[config.mk]
export PLATFORM = sky130hd
export DESIGN_NAME = wdt_oneshot
export DESIGN_NICKNAME = d
export VERILOG_FILES = /design/src/rtl/wdt_pkg.sv /design/src/rtl/wdt_rst_sync.sv /design/src/rtl/wdt_period_lut.sv /design/src/rtl/wdt_period_timer.sv /design/src/rtl/wdt_hold_timer.sv /design/src/rtl/wdt_oneshot.sv
export SDC_FILE = /design/constraint.sdc
export NUM_CORES = 1
export LEC_CHECK = 0
export BUFFER_PORTS_ARGS = -buffer_cell sky130_fd_sc_hd__buf_4
export CAP_MARGIN = 20
export CORE_MARGIN = 2
export CORE_UTILIZATION = 30
export DETAILED_ROUTE_END_ITERATION = 7
export PLACE_DENSITY = 0.45
export SLEW_MARGIN = 20
export SYNTH_ARGS = -nofsm -noshare
export SYNTH_HDL_FRONTEND = slang
export SYNTH_SLANG_ARGS = --single-unit
export TNS_END_PERCENT = 100
[constraint.sdc]
create_clock -name clk -period 0.8 [get_ports clk]
set_clock_uncertainty 0.05 [all_clocks]
set_input_delay 0.16 -clock clk [delete_from_list [all_inputs] [get_ports clk]]
set_output_delay 0.16 -clock clk [all_outputs]
set_load 0.01 [all_outputs]
[src/rtl/wdt_pkg.sv]
package wdt_pkg;

  localparam int SEL_W = 3;
  localparam int NSEL  = 1 << SEL_W;

  typedef enum logic [1:0] {
    WD_IDLE  = 2'd0,
    WD_ARMED = 2'd1,
    WD_HOLD  = 2'd2
  } wd_state_e;

  typedef enum logic {
    WD_MODE_TIMEOUT = 1'b0,
    WD_MODE_WINDOW  = 1'b1
  } wd_mode_e;

  typedef struct packed {
    wd_mode_e           mode;
    logic [SEL_W-1:0]   sel;
  } wd_cfg_t;

  // Mode in bit 7, period select in the low bits; the rest is don't-care.
  function automatic wd_cfg_t wd_decode(input logic [7:0] b);
    wd_cfg_t c;
    c.mode = b[7] ? WD_MODE_WINDOW : WD_MODE_TIMEOUT;
    c.sel  = b[SEL_W-1:0];
    return c;
  endfunction

endpackage

[src/rtl/wdt_rst_sync.sv]
module wdt_rst_sync (
  input  logic clk,
  input  logic rst_n,
  output logic rst_sync_n
);

  logic [1:0] sync_q;

  always_ff @(posedge clk or negedge rst_n) begin
    if (!rst_n) begin
      sync_q <= 2'b00;
    end else begin
      sync_q <= {sync_q[0], 1'b1};
    end
  end

  assign rst_sync_n = sync_q[1];

endmodule

[src/rtl/wdt_period_lut.sv]
module wdt_period_lut
  import wdt_pkg::*;
#(
  parameter int PERIOD_BASE = 10,
  parameter int CW          = 11
) (
  input  logic [SEL_W-1:0] sel,
  output logic [CW-1:0]    period,
  output logic [CW-1:0]    half
);

  logic [CW-1:0] tab [NSEL];

  // Period doubles with each select step.
  for (genvar i = 0; i < NSEL; i++) begin : g_tab
    assign tab[i] = CW'(PERIOD_BASE << i);
  end

  assign period = tab[sel];
  assign half   = period >> 1;

endmodule

[src/rtl/wdt_period_timer.sv]
module wdt_period_timer #(
  parameter int CW = 11
) (
  input  logic          clk,
  input  logic          rst_n,
  input  logic          clr,
  input  logic          inc,
  input  logic [CW-1:0] period,
  input  logic [CW-1:0] half,
  output logic [CW-1:0] cnt,
  output logic          last,
  output logic          closed
);

  logic [CW-1:0] cnt_d;
  logic [CW-1:0] cnt_q;
  logic          cnt_en;

  always_comb begin
    cnt_en = clr | inc;
    cnt_d  = cnt_q;
    if (clr) begin
      cnt_d = '0;
    end else if (inc) begin
      cnt_d = cnt_q + CW'(1);
    end
  end

  always_ff @(posedge clk or negedge rst_n) begin
    if (!rst_n) begin
      cnt_q <= '0;
    end else if (cnt_en) begin
      cnt_q <= cnt_d;
    end
  end

  assign cnt    = cnt_q;
  assign last   = (cnt_q == period - CW'(1));
  assign closed = (cnt_q < half);

endmodule

[src/rtl/wdt_hold_timer.sv]
module wdt_hold_timer #(
  parameter int HOLD_LEN = 15,
  parameter int HW       = 4
) (
  input  logic clk,
  input  logic rst_n,
  input  logic start,
  input  logic inc,
  output logic done
);

  logic [HW-1:0] hcnt_d;
  logic [HW-1:0] hcnt_q;
  logic          hcnt_en;

  always_comb begin
    hcnt_en = start | inc;
    hcnt_d  = hcnt_q;
    if (start) begin
      hcnt_d = '0;
    end else if (inc) begin
      hcnt_d = hcnt_q + HW'(1);
    end
  end

  always_ff @(posedge clk or negedge rst_n) begin
    if (!rst_n) begin
      hcnt_q <= '0;
    end else if (hcnt_en) begin
      hcnt_q <= hcnt_d;
    end
  end

  assign done = inc && (hcnt_q == HW'(HOLD_LEN - 1));

endmodule

[src/rtl/wdt_oneshot.sv]
module wdt_oneshot
  import wdt_pkg::*;
#(
  parameter int PERIOD_BASE_MS = 10,
  parameter int HOLD_BASE_MS   = 10,
  parameter int HOLD_EXTRA_MS  = 5
) (
  input  logic       clk,
  input  logic       rst_n,
  input  logic       tick_ms,
  input  logic       cmd_valid,
  input  logic [7:0] cmd_data,
  output logic       wdt_rst_n
);

  localparam int MAX_PERIOD = PERIOD_BASE_MS << (NSEL - 1);
  localparam int CW         = $clog2(MAX_PERIOD + 1);
  localparam int HOLD_LEN   = HOLD_BASE_MS + HOLD_EXTRA_MS;
  localparam int HW         = $clog2(HOLD_LEN + 1);

  logic          rst_core_n;
  wd_state_e     state_q, state_d;
  wd_cfg_t       cfg_q, cfg_d;
  logic          cfg_en;
  logic          out_q, out_d;
  logic [CW-1:0] period, half, cnt;
  logic          last, closed;
  logic          load, fire, hold_done, cnt_inc, hold_inc;

  wdt_rst_sync u_rst_sync (
    .clk        (clk),
    .rst_n      (rst_n),
    .rst_sync_n (rst_core_n)
  );

  wdt_period_lut #(
    .PERIOD_BASE (PERIOD_BASE_MS),
    .CW          (CW)
  ) u_lut (
    .sel    (cfg_q.sel),
    .period (period),
    .half   (half)
  );

  wdt_period_timer #(
    .CW (CW)
  ) u_timer (
    .clk    (clk),
    .rst_n  (rst_core_n),
    .clr    (load),
    .inc    (cnt_inc),
    .period (period),
    .half   (half),
    .cnt    (cnt),
    .last   (last),
    .closed (closed)
  );

  wdt_hold_timer #(
    .HOLD_LEN (HOLD_LEN),
    .HW       (HW)
  ) u_hold (
    .clk   (clk),
    .rst_n (rst_core_n),
    .start (fire),
    .inc   (hold_inc),
    .done  (hold_done)
  );

  // Next-state logic
  always_comb begin
    state_d = state_q;
    load    = 1'b0;
    fire    = 1'b0;
    unique case (state_q)
      WD_IDLE: begin
        if (cmd_valid) begin
          load    = 1'b1;
          state_d = WD_ARMED;
        end
      end
      WD_ARMED: begin
        if (cmd_valid) begin
          if (cfg_q.mode == WD_MODE_WINDOW && closed) begin
            fire    = 1'b1;
            state_d = WD_HOLD;
          end else begin
            load = 1'b1;
          end
        end else if (tick_ms && last) begin
          fire    = 1'b1;
          state_d = WD_HOLD;
        end
      end
      WD_HOLD: begin
        if (hold_done) begin
          state_d = WD_IDLE;
        end
      end
      default: state_d = WD_IDLE;
    endcase
  end

  assign cnt_inc  = tick_ms && (state_q == WD_ARMED) && !load && !fire;
  assign hold_inc = tick_ms && (state_q == WD_HOLD);
  assign cfg_en   = load;
  assign cfg_d    = wd_decode(cmd_data);
  assign out_d    = (state_d != WD_HOLD);

  // Registers
  always_ff @(posedge clk or negedge rst_core_n) begin
    if (!rst_core_n) begin
      state_q <= WD_IDLE;
      out_q   <= 1'b1;
    end else begin
      state_q <= state_d;
      out_q   <= out_d;
    end
  end

  always_ff @(posedge clk or negedge rst_core_n) begin
    if (!rst_core_n) begin
      cfg_q <= '{mode: WD_MODE_TIMEOUT, sel: '0};
    end else if (cfg_en) begin
      cfg_q <= cfg_d;
    end
  end

  assign wdt_rst_n = out_q;

endmodule

## Yosys cells after proc, flatten, opt, wreduce, memory -nomap -nowiden

Memories as Yosys holds them, arrays and structs flattened.
Index checks and enable logic that the tools add are counted.

| word-level totals | value |
|---|---|
| word-level logic and storage cells | 56 |
| memories kept | 1 |
| bits in registers | 24 |
| bits of input ports | 12 |
| memory bits (read-only) | 88 |
| output and inout bits | 1 |

Memories:

| memory | depth | bits a word | read ports | clocked after Yosys merged registers in | wr ports | RTL line | source |
|---|---|---|---|---|---|---|---|
| (no name shown) | 8 | 11 | 1 | 0 | 0 | wdt_period_lut.sv:19 | `assign period = tab[sel];` |

| operators by class | value |
|---|---|
| equality and inequality tests | 5 |
| reductions and logical operators | 14 |
| order comparisons | 2 |
| muxes and demuxes | 21 |
| add/subtract/negate cells | 3 |
| bitwise gates (word level) | 3 |

Operators by type and width:

| operator | number |
|---|---|
| 11-bit 2-to-1 mux | 4 |
| 11-bit by 1-bit adder with 11-bit output, second input constant | 1 |
| 11-bit equality test | 1 |
| 11-bit by 10-bit < comparator with 1-bit output | 1 |
| 11-bit by 1-bit subtractor with 11-bit output, second input constant | 1 |
| 2-bit 2-to-1 mux | 5 |
| 1-bit 2-to-1 mux | 8 |
| 4-bit 2-to-1 mux | 2 |
| 1-bit logical AND | 7 |
| 2-bit case mux with 3 select lines | 1 |
| 4-bit by 1-bit adder with 4-bit output, second input constant | 1 |
| 4-bit equality test, second input constant | 1 |
| 4-bit >= comparator, second input constant | 1 |
| 3-bit NOT with 4-bit output | 1 |
| 2-bit AND reduction | 2 |
| 2-bit nonzero test | 2 |
| 2-bit by 1-bit equality test with 1-bit output, second input constant | 1 |
| 2-bit equality test, second input constant | 1 |
| 1-bit logical NOT | 2 |
| 2-bit logical NOT | 1 |
| 2-bit inequality test, second input constant | 1 |
| 1-bit OR | 2 |
| 1-bit case mux with 2 select lines | 1 |

## Logic depth before layout (Yosys ltp)

Gate-level depths: netlist of run 1.

| depth | value |
|---|---|
| depth in word-level cells | 14 |
| mapped depth | 13 |
| depth with buffers taken out | 9 |

## Cells and area by module

From an unflattened synthesis of run 1, not the netlist that was laid out.

| unflattened totals | value |
|---|---|
| cells, all modules | 204 |
| area, all modules | 1,881.8 um^2 |

Modules (own cells, without submodules):

| module | times used | cells each | seq. area each (um^2) | area an instance (um^2) |
|---|---|---|---|---|
| wdt_period_timer | 1 | 128 | 275.3 | 1,094.8 |
| wdt_oneshot | 1 | 29 | 176.4 | 350.3 |
| wdt_hold_timer | 1 | 20 | 100.1 | 222.7 |
| wdt_period_lut | 1 | 24 | 0.0 | 160.2 |
| wdt_rst_sync | 1 | 3 | 50.0 | 53.8 |

## Worst setup path before layout of run 1

OpenSTA, ideal clock, no wires.

| timing | value |
|---|---|
| path kind | flip-flop to flip-flop |
| start | register cfg_q[2] in the netlist's numbering |
| end | register state_q[0] |
| period minus slack after synthesis | 2.724 ns |
| setup time | 0.119 ns |
| cell stages (with the launch flop) | 12 |
| arrival | 2.555 ns |
| slack | -1.924 ns |
| buffers on the path | 3 |
| cells stage by stage | dfrtp_1 > buf_2 > buf_2 > or3_1 > ha_1 > a21oi_1 > o211ai_1 > a221oi_1 > and4b_1 > buf_4 > nor3b_1 > o21a_1 |

| on the way | value |
|---|---|
| cells in the longest elaborated chain, start to end | 10 |
| elaborated cells between the ends (all ways) | 13 |

RTL lines:

| what | RTL line | source |
|---|---|---|
| from (decl) | wdt_oneshot.sv:23 | `wd_cfg_t cfg_q, cfg_d;` |
| from (signal assigned) | wdt_oneshot.sv:123 | `cfg_q <= '{mode: WD_MODE_TIMEOUT, sel: '0};` |
| from (signal assigned) | wdt_oneshot.sv:125 | `cfg_q <= cfg_d;` |
| 3-bit NOT with 4-bit output (not written as such) * | wdt_period_lut.sv:19 |  |
| memory read 8 x 11 bit * | n/a |  |
| 11-bit 2-to-1 mux (not written as such) * (2 in a row) | wdt_period_lut.sv:19 |  |
| 11-bit by 1-bit subtractor with 11-bit output | wdt_period_timer.sv:38 | `assign last = (cnt_q == period - CW'(1));` |
| 11-bit equality test | wdt_period_timer.sv:38 |  |
| 1-bit logical AND | wdt_oneshot.sv:90 | `end else if (tick_ms && last) begin` |
| 2-bit 2-to-1 mux | wdt_oneshot.sv:90 |  |
| 2-bit 2-to-1 mux * | wdt_oneshot.sv:83 | `if (cmd_valid) begin` |
| 2-bit case mux with 3 select lines * | wdt_oneshot.sv:75 | `unique case (state_q)` |
| via state_d[0] | wdt_oneshot.sv:22 | `wd_state_e state_q, state_d;` |
| to (signal assigned) | wdt_oneshot.sv:116 | `state_q <= state_d;` |
| to (decl) | wdt_oneshot.sv:22 |  |

Mark *: on every way through the listed nets, which the timed path passes. The rest lies on a longest branch. The select of a mux whose other input is x is not followed.
A chain may end at the register's enable or synchronous reset.

## Worst setup path after layout of run 1

| timing | value |
|---|---|
| start | register cfg_q[2] in the netlist's numbering |
| end | register u_timer.cnt_q[4], in the netlist u_timer.cnt[4] |

| on the way | value |
|---|---|
| cells in the longest elaborated chain, start to end | 14 |
| elaborated cells between the ends (all ways) | 24 |

RTL lines:

| what | RTL line | source |
|---|---|---|
| 3-bit NOT with 4-bit output (not written as such) * | wdt_period_lut.sv:19 |  |
| memory read 8 x 11 bit * | n/a |  |
| 11-bit 2-to-1 mux (not written as such) * (2 in a row) | wdt_period_lut.sv:19 |  |
| 11-bit by 1-bit subtractor with 11-bit output / 11-bit by 10-bit < comparator with 1-bit output (equally long branches) | wdt_period_timer.sv:38, wdt_period_timer.sv:39 |  |
| 11-bit equality test / 1-bit logical AND (equally long branches) | wdt_period_timer.sv:38, wdt_oneshot.sv:84 |  |
| 1-bit logical AND / 1-bit 2-to-1 mux (equally long branches) | wdt_oneshot.sv:90, wdt_oneshot.sv:84 |  |
| 1-bit 2-to-1 mux, on equally long branches | wdt_oneshot.sv:90, wdt_oneshot.sv:83 |  |
| 1-bit 2-to-1 mux / 1-bit case mux with 2 select lines (equally long branches) | wdt_oneshot.sv:83, wdt_oneshot.sv:75 |  |
| 1-bit 2-to-1 mux / 1-bit logical NOT (equally long branches) | wdt_oneshot.sv:75, wdt_oneshot.sv:104 |  |
| 1-bit logical NOT / 1-bit logical AND (equally long branches) | wdt_oneshot.sv:104 | `assign cnt_inc = tick_ms && (state_q == WD_ARMED) && !load && !fire;` |
| 1-bit logical AND | wdt_oneshot.sv:104 |  |
| 2-bit nonzero test (no line) / 1-bit OR (equally long branches) | n/a |  |
| 2-bit AND reduction (no line) | n/a |  |
| to (signal assigned) | wdt_period_timer.sv:33 | `cnt_q <= cnt_d;` |
| to (decl) | wdt_period_timer.sv:16 | `logic [CW-1:0] cnt_q;` |

Mark *: on every way between the ends. The rest lies on a longest branch, timed or not. The select of a mux whose other input is x is not followed.

==> results of run 1 <==
-- power by group through the flow --
stage / registers, uW / clock network [uW] / logic (uW)
2_1_floorplan: 1690 / 0 / 3220
3_3_place_gp: 1750 / 0 / 4460
4_1_cts: 1760 / 807 / 5840
5_1_grt: 1830 / 867 / 6850
6_report: 1790 / 771 / 6290
3_5_place_dp: 1750 / 0 / 4450
-- metrics by stage --
stage	area, sq um	instances
after CTS	2810	345
final	2975	349
after global placement	2437	328
after global routing	2975	349
after detailed placement	2437	328
after floorplan	2012	209
-- cell usage after synthesis (all sizes together), types with 2 or more instances --
cell / instances / area (sq um)
o41ai: 2 / 25.03
xnor2: 2 / 17.52
nand3b: 2 / 15.01
or3: 2 / 12.51
dfrtp: 23 / 575.6
clkbuf: 4 / 16.26
nand2: 26 / 97.59
a221oi: 2 / 17.52
a31oi: 2 / 12.51
mux2i: 6 / 60.06
or2b: 2 / 15.01
xor2: 2 / 17.52
o31ai: 2 / 15.01
o21a: 2 / 15.01
a21boi: 4 / 30.03
and3: 3 / 18.77
nand3: 7 / 35.03
nor2b: 2 / 12.51
or4: 3 / 22.52
and2: 3 / 18.77
a21o: 4 / 30.03
and4b: 3 / 30.03
o21ai: 4 / 20.01
ha: 13 / 162.7
nand2b: 8 / 50.05
nor2: 8 / 30.03
nand4: 4 / 25.02
nor4: 3 / 37.54
o311ai: 3 / 26.28
mux2: 6 / 67.56
o22ai: 2 / 12.51
buf: 11 / 101.3
o211ai: 2 / 15.01
nor3: 5 / 25.02
a21oi: 8 / 40.04
nor4b: 2 / 30.03
inv: 7 / 26.28
-- critical path, stage by stage (launching register included) --
cell and delay, ps:
dfrtp_2 490, or3_4 430, ha_4 190, buf_12 120, xnor2_1 250, o32ai_2 160
and4b_2 270, buf_6 140, or4_1 410, a21boi_2 140
-- flip-flops by register name (all words and copies together), names as in the netlist --
signal,cells
cfg_q,4
u_hold.hcnt_q,4
u_rst_sync.sync_q,2
wdt_rst_n,1
u_timer.cnt,11
state_q,2
-- final timing paths --
kind                                      start                   end
max                                    cfg_q[2]        u_timer.cnt[4]
min                                 cmd_data[1]              cfg_q[1]
max reg2reg                            cfg_q[2]        u_timer.cnt[4]
min reg2reg                u_rst_sync.sync_q[1]       u_timer.cnt[10]
max in group asynchronous  u_rst_sync.sync_q[1]             wdt_rst_n
min in group asynchronous                 rst_n  u_rst_sync.sync_q[1]
-- routing by layer --
layer / vias up / wire, microns
li1: 901 / -
met3: 6 / 86
met4: 0 / 87
met2: 17 / 2741
met5: - / 0
met1: 859 / 2684
-- layout make-up --
type                    count  area, sq um
repair buffers             74        704.4
clock buffers               4        45.04
flip-flops and latches     24        605.6
fillers                   588         3302
well taps                  77        96.34
inverters                   7        26.28
multi-input cells         163         1498
-- cell usage in the layout (no fill, tap or decap), types with 3 or more instances in the layout --
master,n
buf_4,56
nand2_1,23
dfrtp_1,20
buf_6,9
nand2b_1,7
nor2_1,7
ha_1,7
inv_1,6
mux2i_1,6
ha_4,6
buf_12,6
nor3_1,5
nand3_1,5
mux2_2,5
a21o_1,4
a21oi_1,4
nand4_1,4
a21oi_2,4
or4_1,3
and3_4,3
nor4_4,3
o21ai_0,3
dfrtp_2,3
clkbuf_8,3
-- repair_timing --
action,in CTS,in global routing
resized for setup,29,26
gates cloned,2,0
pin swaps,16,12
setup endpoints to repair,23,23
hold endpoints to repair,2,0
hold buffers,1,0
buffers inserted,11,4
-- logic make-up after synthesis --
kind of cell,count (synthesis),share of synthesized area [%]
compound gates,46,17.86
xor+xnor,4,1.819
fa+ha+maj,14,8.961
buf+inv,22,7.467
flops,24,31.23
mux,12,6.623
other cells,1,0.1946
simple gates,86,25.84
==> summary.txt, run 1 <==
DIE HEIGHT -> 84.14 microns
CP arrival -> 2890 ps
Syn_nets -> 234
Synth cell types -> 60
Met1 Use GR -> 21.79%
Die X -> 84.14 microns
CP Capture Type -> flop
Setup slack at placement -> -1969 ps
Core Region -> 6277 sq um
Synth Flop Type -> dfrtp_1
Mapped cell area -> 1927 sq um
EDFF count, synth -> 0
TritonCTS clock tree -> yes
Hold Path Depth -> 2
RSZ-0062 raised after global routing -> true
Post-synthesis sequential area ratio -> 31.23%
Total power -> 8849 uW
CTS Buf Count -> 3
Number of port buffers -> 8
Gate power share -> 71.1%
FP Rows -> 29
Die ar. -> 7080 sq um
Syn Inst Count -> 209
Util after Layout -> 47.40%
Crit Path Max Fanout -> 8
Initial DRC count -> 62
Avg Cell Area, Syn -> 9.219 sq um
Starting density of the core -> 30.70%
Fin. Hold Viols -> 0
Clock edge transition at the registers on the reported setup and hold paths -> 90 ps
Fin nets -> 298
CP Class -> flop to flop
Root Driver -> clkbuf_8
Final Max Tran Viols -> 0
CP startpoint kind -> flop
Peak VDD IR -> 0.001209 V
Register share of total power -> 20.2%
Dpl hpwl -> 3746 microns
Routed len/inst -> 16.05 microns
I/O pins -> 13
Pwr per Cell Area -> 2974 nW/um^2
Antenna violations before repair -> 0
Async S/R FF share, synth -> 100.0%
Total routed wirelength -> 5600 microns
GRT Total Usage -> 15.72%
Switch Pwr -> 3622 uW
Routed vias/inst -> 5.109
Status -> finished, violations left
Worst path required time -> 950 ps
Setup-failing EPs final -> 23
Largest net degree at the start of global routing -> 23
Maximum clock path buffer count -> 2
Fmax -> 365.5 MHz
Failing checks -> setup timing
GRT Max-Usage Layer -> met2
Worst-Skew Late Latency -> 270 ps
Setup ws final -> -1936 ps
Yosys warning count -> 0
Synth-to-layout area growth -> 54.42%
# clock sinks -> 24
R2R depth -> 9
Share of layout cells above drive strength 1 -> 48.16%
Final min period -> 2736 ps
N_diodes -> 0
Setup TNS -> -40610 ps
Int Pwr -> 5227 uW
M3 GR Usage -> 1.475%
Switching share of power -> 40.93%
Fin crit share -> 342.0%
GRT met2 Usage -> 26.12%
Global route total overflow -> 0
Seq cells post-synth -> 24
Max_cap viols -> 0
Reg2reg setup slack -> -1940 ps
Vias in the first global route -> 1788
GP Congestion -> 0.7776
Clock network power share -> 8.7%
Post-route ant nets -> 0
Hold WC Path Type -> input pin to flop
Number of detailed-routing iterations run before antenna repair -> 5
Hold_ws -> 58.93 ps
Via count -> 1783
DRC errors left -> 0
Leak -> 0.001249 uW
H-tree levels -> 1
First-pass GRT wire length -> 8921 microns
Note: power is estimated with default switching activity, not from simulation.
==> run 2, diff against run 1 <==
--- a/config.mk
+++ b/config.mk
@@ -11,7 +11,8 @@
 export CORE_UTILIZATION = 30
 export DETAILED_ROUTE_END_ITERATION = 7
 export PLACE_DENSITY = 0.45
-export SLEW_MARGIN = 20
+export RECOVER_POWER = 100
+export SKIP_CTS_REPAIR_TIMING = 1
 export SYNTH_ARGS = -nofsm -noshare
 export SYNTH_HDL_FRONTEND = slang
 export SYNTH_SLANG_ARGS = --single-unit
==> summary.txt, run 2 (synthesis gave the netlist of run 1 again) <==
CP Capture Type -> flop
Final min period -> 2684 ps (-52.56 ps)
Starting density of the core -> 30.70% (unchanged)
Fmax -> 372.6 MHz (+2.0%)
Worst path required time -> 950 ps (about the same)
Fin cells -> 351 (+0.57%)
Crit Path Max Fanout -> 7 (-1)
Met1 Use GR -> 20.91% (-0.88 points)
Clock edge transition at the registers on the reported setup and hold paths -> 90 ps (about the same)
CP Class -> flop to flop
Final Max Tran Viols -> 0 (unchanged)
R2R depth -> 10 (+1)
Maximum clock path buffer count -> 2 (unchanged)
M3 GR Usage -> 1.475% (unchanged)
Max reg flops -> 11 (unchanged)
Reg2reg setup slack -> -1880 ps (+50 ps)
Number of port buffers -> 8 (unchanged)
Fin nets -> 300 (+0.67%)
GRT Max-Usage Layer -> met2
Largest net degree at the start of global routing -> 23 (unchanged)
Hold EP -> cfg_q[1]
GRT met2 Usage -> 22.87% (-3.2 points)
Most frequent cells in the layout -> buf_4 (62), nand2_1 (24), dfrtp_1 (20)
Post-route cell area -> 2883 sq um (-3.1%)
Die X -> 84.14 microns (unchanged)
Core Region -> 6277 sq um (unchanged)
FP Rows -> 29 (unchanged)
Vias in the first global route -> 1650 (-7.7%)
Fin. Hold Viols -> 0 (unchanged)
CP startpoint kind -> flop
Synth-to-layout area growth -> 49.61%
DRC errors left -> 0 (unchanged)
Total routed wirelength -> 5272 microns (-5.9%)
Hold_ws -> 61.99 ps (+3.063 ps)
Peak VDD IR -> 0.001302 V (+7.7%)
Placed cell count -> 328 (unchanged)
GP Congestion -> 0.7776 (unchanged)
TritonCTS clock tree -> yes
RR Endpoint -> u_timer.cnt[4]
Reg2reg start -> cfg_q[0]
Hold Path Depth -> 2 (unchanged)
CTS Buf Count -> 3 (unchanged)
Max_cap viols -> 0 (unchanged)
Post-Place Cell Area -> 2437 sq um (unchanged)
Hold WC Path Type -> input pin to flop
Pwr per Cell Area -> 3048 nW/um^2 (+2.5%)
Root Driver -> clkbuf_8
RSZ-0062 raised after global routing -> true
Total power -> 8788 uW (-0.69%)
Routed vias/inst -> 5.003 (-2.1%)
Initial DRC count -> 63 (+1.6%)
Worst-Skew Late Latency -> 270 ps (about the same)
DIE HEIGHT -> 84.14 microns (unchanged)
GRT Total Usage -> 14.46% (-1.3 points)
Via count -> 1756 (-1.5%)
# clock sinks -> 24 (unchanged)
CP arrival -> 2830 ps (-60 ps)
Antenna violations before repair -> 0 (unchanged)
Fin crit share -> 335.5% (-6.6 points)
Dpl hpwl -> 3746 microns (unchanged)
Setup-failing EPs final -> 23 (unchanged)
Commonest non-fill, non-tap cell in the layout -> buf_4
Setup ws final -> -1884 ps (+52.56 ps)
Beginning of the worst hold path -> cmd_data[1]
Routed len/inst -> 15.02 microns (-6.4%)
N_diodes -> 0 (unchanged)
H-tree levels -> 1 (unchanged)
Status -> finished, violations left
Post-route ant nets -> 0 (unchanged)
Share of layout cells above drive strength 1 -> 45.62% (-2.5 points)
FILL cells -> 604 (+2.7%)
Global route total overflow -> 0 (unchanged)
I/O pins -> 13 (unchanged)
Leak -> 0.001231 uW (-1.5%)
Failing checks -> setup timing
First-pass GRT wire length -> 8231 microns (-7.7%)
Number of detailed-routing iterations run before antenna repair -> 4 (-1)
Die ar. -> 7080 sq um (unchanged)
[run 2: cell types whose count changed in the layout (fill, tap and decap cells not counted), sizes merged]
cell	change
buf	-1
clkbuf	+3
[run 2: per-layer routing]
metal	wire length, microns	vias to the layer above
met4	109	0
met3	85	8
met5	0	-
met1	2580	832
met2	2496	12
li1	-	904
[run 2: critical path, stage by stage (launching register included)]
cell      delay [ps]
dfrtp_2          450
buf_6            130
or3_4            340
ha_4             190
and3_4           140
o211ai_1         200
a221oi_2         110
and4b_2          290
buf_6            150
or4_4            410
a21boi_2         150
[run 2: worst max path at each step]
stage / start / end / slack (ps) / depth (start not counted)
finish: cfg_q[0] / u_timer.cnt[4] / -1880 / 10
global route: cfg_q[0] / u_timer.cnt[4] / -2010 / 10
detailed placement: cfg_q[0] / u_timer.cnt[0] / -1970 / 10
CTS: cfg_q[0] / u_timer.cnt[0] / -2000 / 10
floorplan: cfg_q[2] / u_timer.cnt[9] / -1770 / 11
global placement: cfg_q[0] / u_timer.cnt[1] / -1980 / 10
[run 2: per-stage QoR]
| step | util [%] | setup slack, ps | TNS (ps) |
|---|---|---|---|
| finish | 45.92 | -1884 | -38840 |
| global route | 45.92 | -2006 | -41250 |
| CTS | 39.55 | -2001 | -41320 |
| detailed placement | 38.83 | -1969 | -40370 |
| global placement | 38.83 | -1982 | -40820 |
| floorplan | - | -1772 | -36340 |
[run 2: layout make-up]
class | count | area [sq um] | share of cell area [%]
flip-flops and latches | 24 | 605.6 | 21.01
multi-input cells | 163 | 1441 | 50.00
clock buffers | 4 | 45.04 | 1.563
repair buffers | 76 | 668.1 | 23.18
inverters | 7 | 26.28 | 0.9115
well taps | 77 | 96.34 | 3.342
[run 2: report_power, final]
group / internal, uW / switching [uW] / total, uW
sequential: 1490 / 292 / 1780
clock: 357 / 407 / 763
combinational: 3390 / 2850 / 6240
total: 5240 / 3550 / 8790
==> run 3, diff against run 2 <==
--- a/config.mk
+++ b/config.mk
@@ -10,7 +10,7 @@
 export CORE_MARGIN = 2
 export CORE_UTILIZATION = 30
 export DETAILED_ROUTE_END_ITERATION = 7
-export PLACE_DENSITY = 0.45
+export PLACE_DENSITY_LB_ADDON = 0.12
 export RECOVER_POWER = 100
 export SKIP_CTS_REPAIR_TIMING = 1
 export SYNTH_ARGS = -nofsm -noshare
==> summary.txt, run 3 (synthesis gave the netlist of run 1 again) <==
Buf/Inv on CP -> 2 (unchanged)
N_diodes -> 0 (unchanged)
CTS Buf Count -> 3 (unchanged)
FP Rows -> 29 (unchanged)
Setup ws final -> -1882 ps (+1.990 ps)
Reg2reg start -> cfg_q[2]
RR Endpoint -> u_timer.cnt[7]
CP Capture Type -> flop
Post-route ant nets -> 0 (unchanged)
Reg2reg setup slack -> -1880 ps (about the same)
Total routed wirelength -> 5455 microns (+3.5%)
Worst-Skew Late Latency -> 280 ps (about the same)
Max reg flops -> 11 (unchanged)
Total power -> 8587 uW (-2.3%)
Fin. Hold Viols -> 0 (unchanged)
Leak -> 0.001208 uW (-1.8%)
Hold_ws -> 55.99 ps (-5.997 ps)
Vias in the first global route -> 1692 (+2.5%)
Commonest non-fill, non-tap cell in the layout -> buf_4
First-pass GRT wire length -> 8466 microns (+2.9%)
Peak VDD IR -> 0.001405 V (+7.9%)
TritonCTS clock tree -> yes
CP dominant cell by count -> buf_12
Number of detailed-routing iterations run before antenna repair -> 5 (+1)
I/O pins -> 13 (unchanged)
Cell breakdown of the critical path -> or3_4 -> ha_4 -> and2_4 -> o211ai_1 -> a221oi_2 -> and4b_2 -> buf_12 -> buf_12 -> o311ai_4 -> o41ai_4
CP peak stage delay -> 510 ps (+60 ps)
Initial DRC count -> 74 (+17%)
Dpl hpwl -> 3802 microns (+1.5%)
Die X -> 84.14 microns (unchanged)
Max_cap viols -> 0 (unchanged)
H-tree levels -> 1 (unchanged)
Via count -> 1785 (+1.7%)
Number of port buffers -> 8 (unchanged)
Crit Path Max Fanout -> 8 (+1)
Hold EP -> cfg_q[2]
Die ar. -> 7080 sq um (unchanged)
Fin crit share -> 335.2% (about the same)
Setup-failing EPs final -> 23 (unchanged)
Starting density of the core -> 30.70% (unchanged)
M3 GR Usage -> 1.475% (unchanged)
Status -> finished, violations left
Core Region -> 6277 sq um (unchanged)
Hold Path Depth -> 2 (unchanged)
CP startpoint kind -> flop
GP Congestion -> 0.8420 (+8.3%)
Routed len/inst -> 15.72 microns (+4.7%)
GRT Max-Usage Layer -> met2
Fmax -> 372.9 MHz (about the same)
RSZ-0062 raised after global routing -> true
CP arrival -> 2790 ps (-40 ps)
GRT Total Usage -> 14.90% (+0.44 points)
Pwr per Cell Area -> 3038 nW/um^2 (-0.34%)
Clock edge transition at the registers on the reported setup and hold paths -> 100 ps (about the same)
CP Class -> flop to flop
Met1 Use GR -> 21.08% (+0.16 points)
Fin nets -> 296 (-1.3%)
R2R depth -> 10 (unchanged)
GRT met2 Usage -> 23.95% (+1.1 points)
Worst path required time -> 910 ps (-40 ps)
Global route total overflow -> 0 (unchanged)
Beginning of the worst hold path -> cmd_data[2]
Most frequent cells in the layout -> buf_4 (60), nand2_1 (23), dfrtp_1 (20)
Routed vias/inst -> 5.144 (+2.8%)
Share of layout cells above drive strength 1 -> 45.56% (-0.065 points)
Antenna violations before repair -> 0 (unchanged)
Final min period -> 2682 ps (-1.990 ps)
DRC errors left -> 0 (unchanged)
DIE HEIGHT -> 84.14 microns (unchanged)
Synth-to-layout area growth -> 46.69%
# clock sinks -> 24 (unchanged)
Hold WC Path Type -> input pin to flop
Failing checks -> setup timing
CP top delay family -> simple AND/OR/NAND/NOR gates
Largest net degree at the start of global routing -> 23 (unchanged)
Slowest library cell on the worst path -> dfrtp_2
Util after Layout -> 45.03% (-0.90 points)
Final Max Tran Viols -> 0 (unchanged)
Maximum clock path buffer count -> 2 (unchanged)
Root Driver -> clkbuf_8
[run 3: power breakdown]
part | internal, uW | total (uW) | switching, uW | leakage (uW)
Clock | 441 | 891 | 450 | 0.0000288
Combinational | 3170 | 5900 | 2720 | 0.000869
Sequential | 1490 | 1800 | 312 | 0.000311
Total | 5100 | 8590 | 3490 | 0.00121
[run 3: how the worst max path moves through the flow]
stage                                 to      from  cells after the start
after detailed placement  u_timer.cnt[1]  cfg_q[0]                     10
final                     u_timer.cnt[7]  cfg_q[2]                     10
after floorplan           u_timer.cnt[9]  cfg_q[2]                     11
after CTS                 u_timer.cnt[1]  cfg_q[0]                     10
after global placement        state_q[0]  cfg_q[2]                     10
after global routing      u_timer.cnt[7]  cfg_q[0]                     13
[run 3: layout make-up]
cell class | count | area (sq um)
multi-input cells | 163 | 1428
fillers | 630 | 3451
clock buffers | 4 | 55.05
well taps | 77 | 96.34
inverters | 7 | 26.28
flip-flops and latches | 24 | 605.6
repair buffers | 72 | 615.6
[run 3: per-stage QoR]
| stage | std cells | setup TNS [ps] | setup WS, ps | instance area (sq um) |
|---|---|---|---|---|
| floorplan | 209 | -36340 | -1772 | 2012 |
| global placement | 327 | -40840 | -1948 | 2442 |
| detailed placement | 327 | -40370 | -1963 | 2442 |
| CTS | 331 | -41330 | -1994 | 2497 |
| global route | 347 | -41720 | -1962 | 2826 |
| finish | 347 | -39110 | -1882 | 2826 |
[run 3: metal layers]
metal	wire, microns	share of wire [%]	vias up
met5	0	0	-
met4	95	1.7	0
met3	74	1.4	6
met2	2642	48	19
met1	2642	48	870
li1	-	-	890
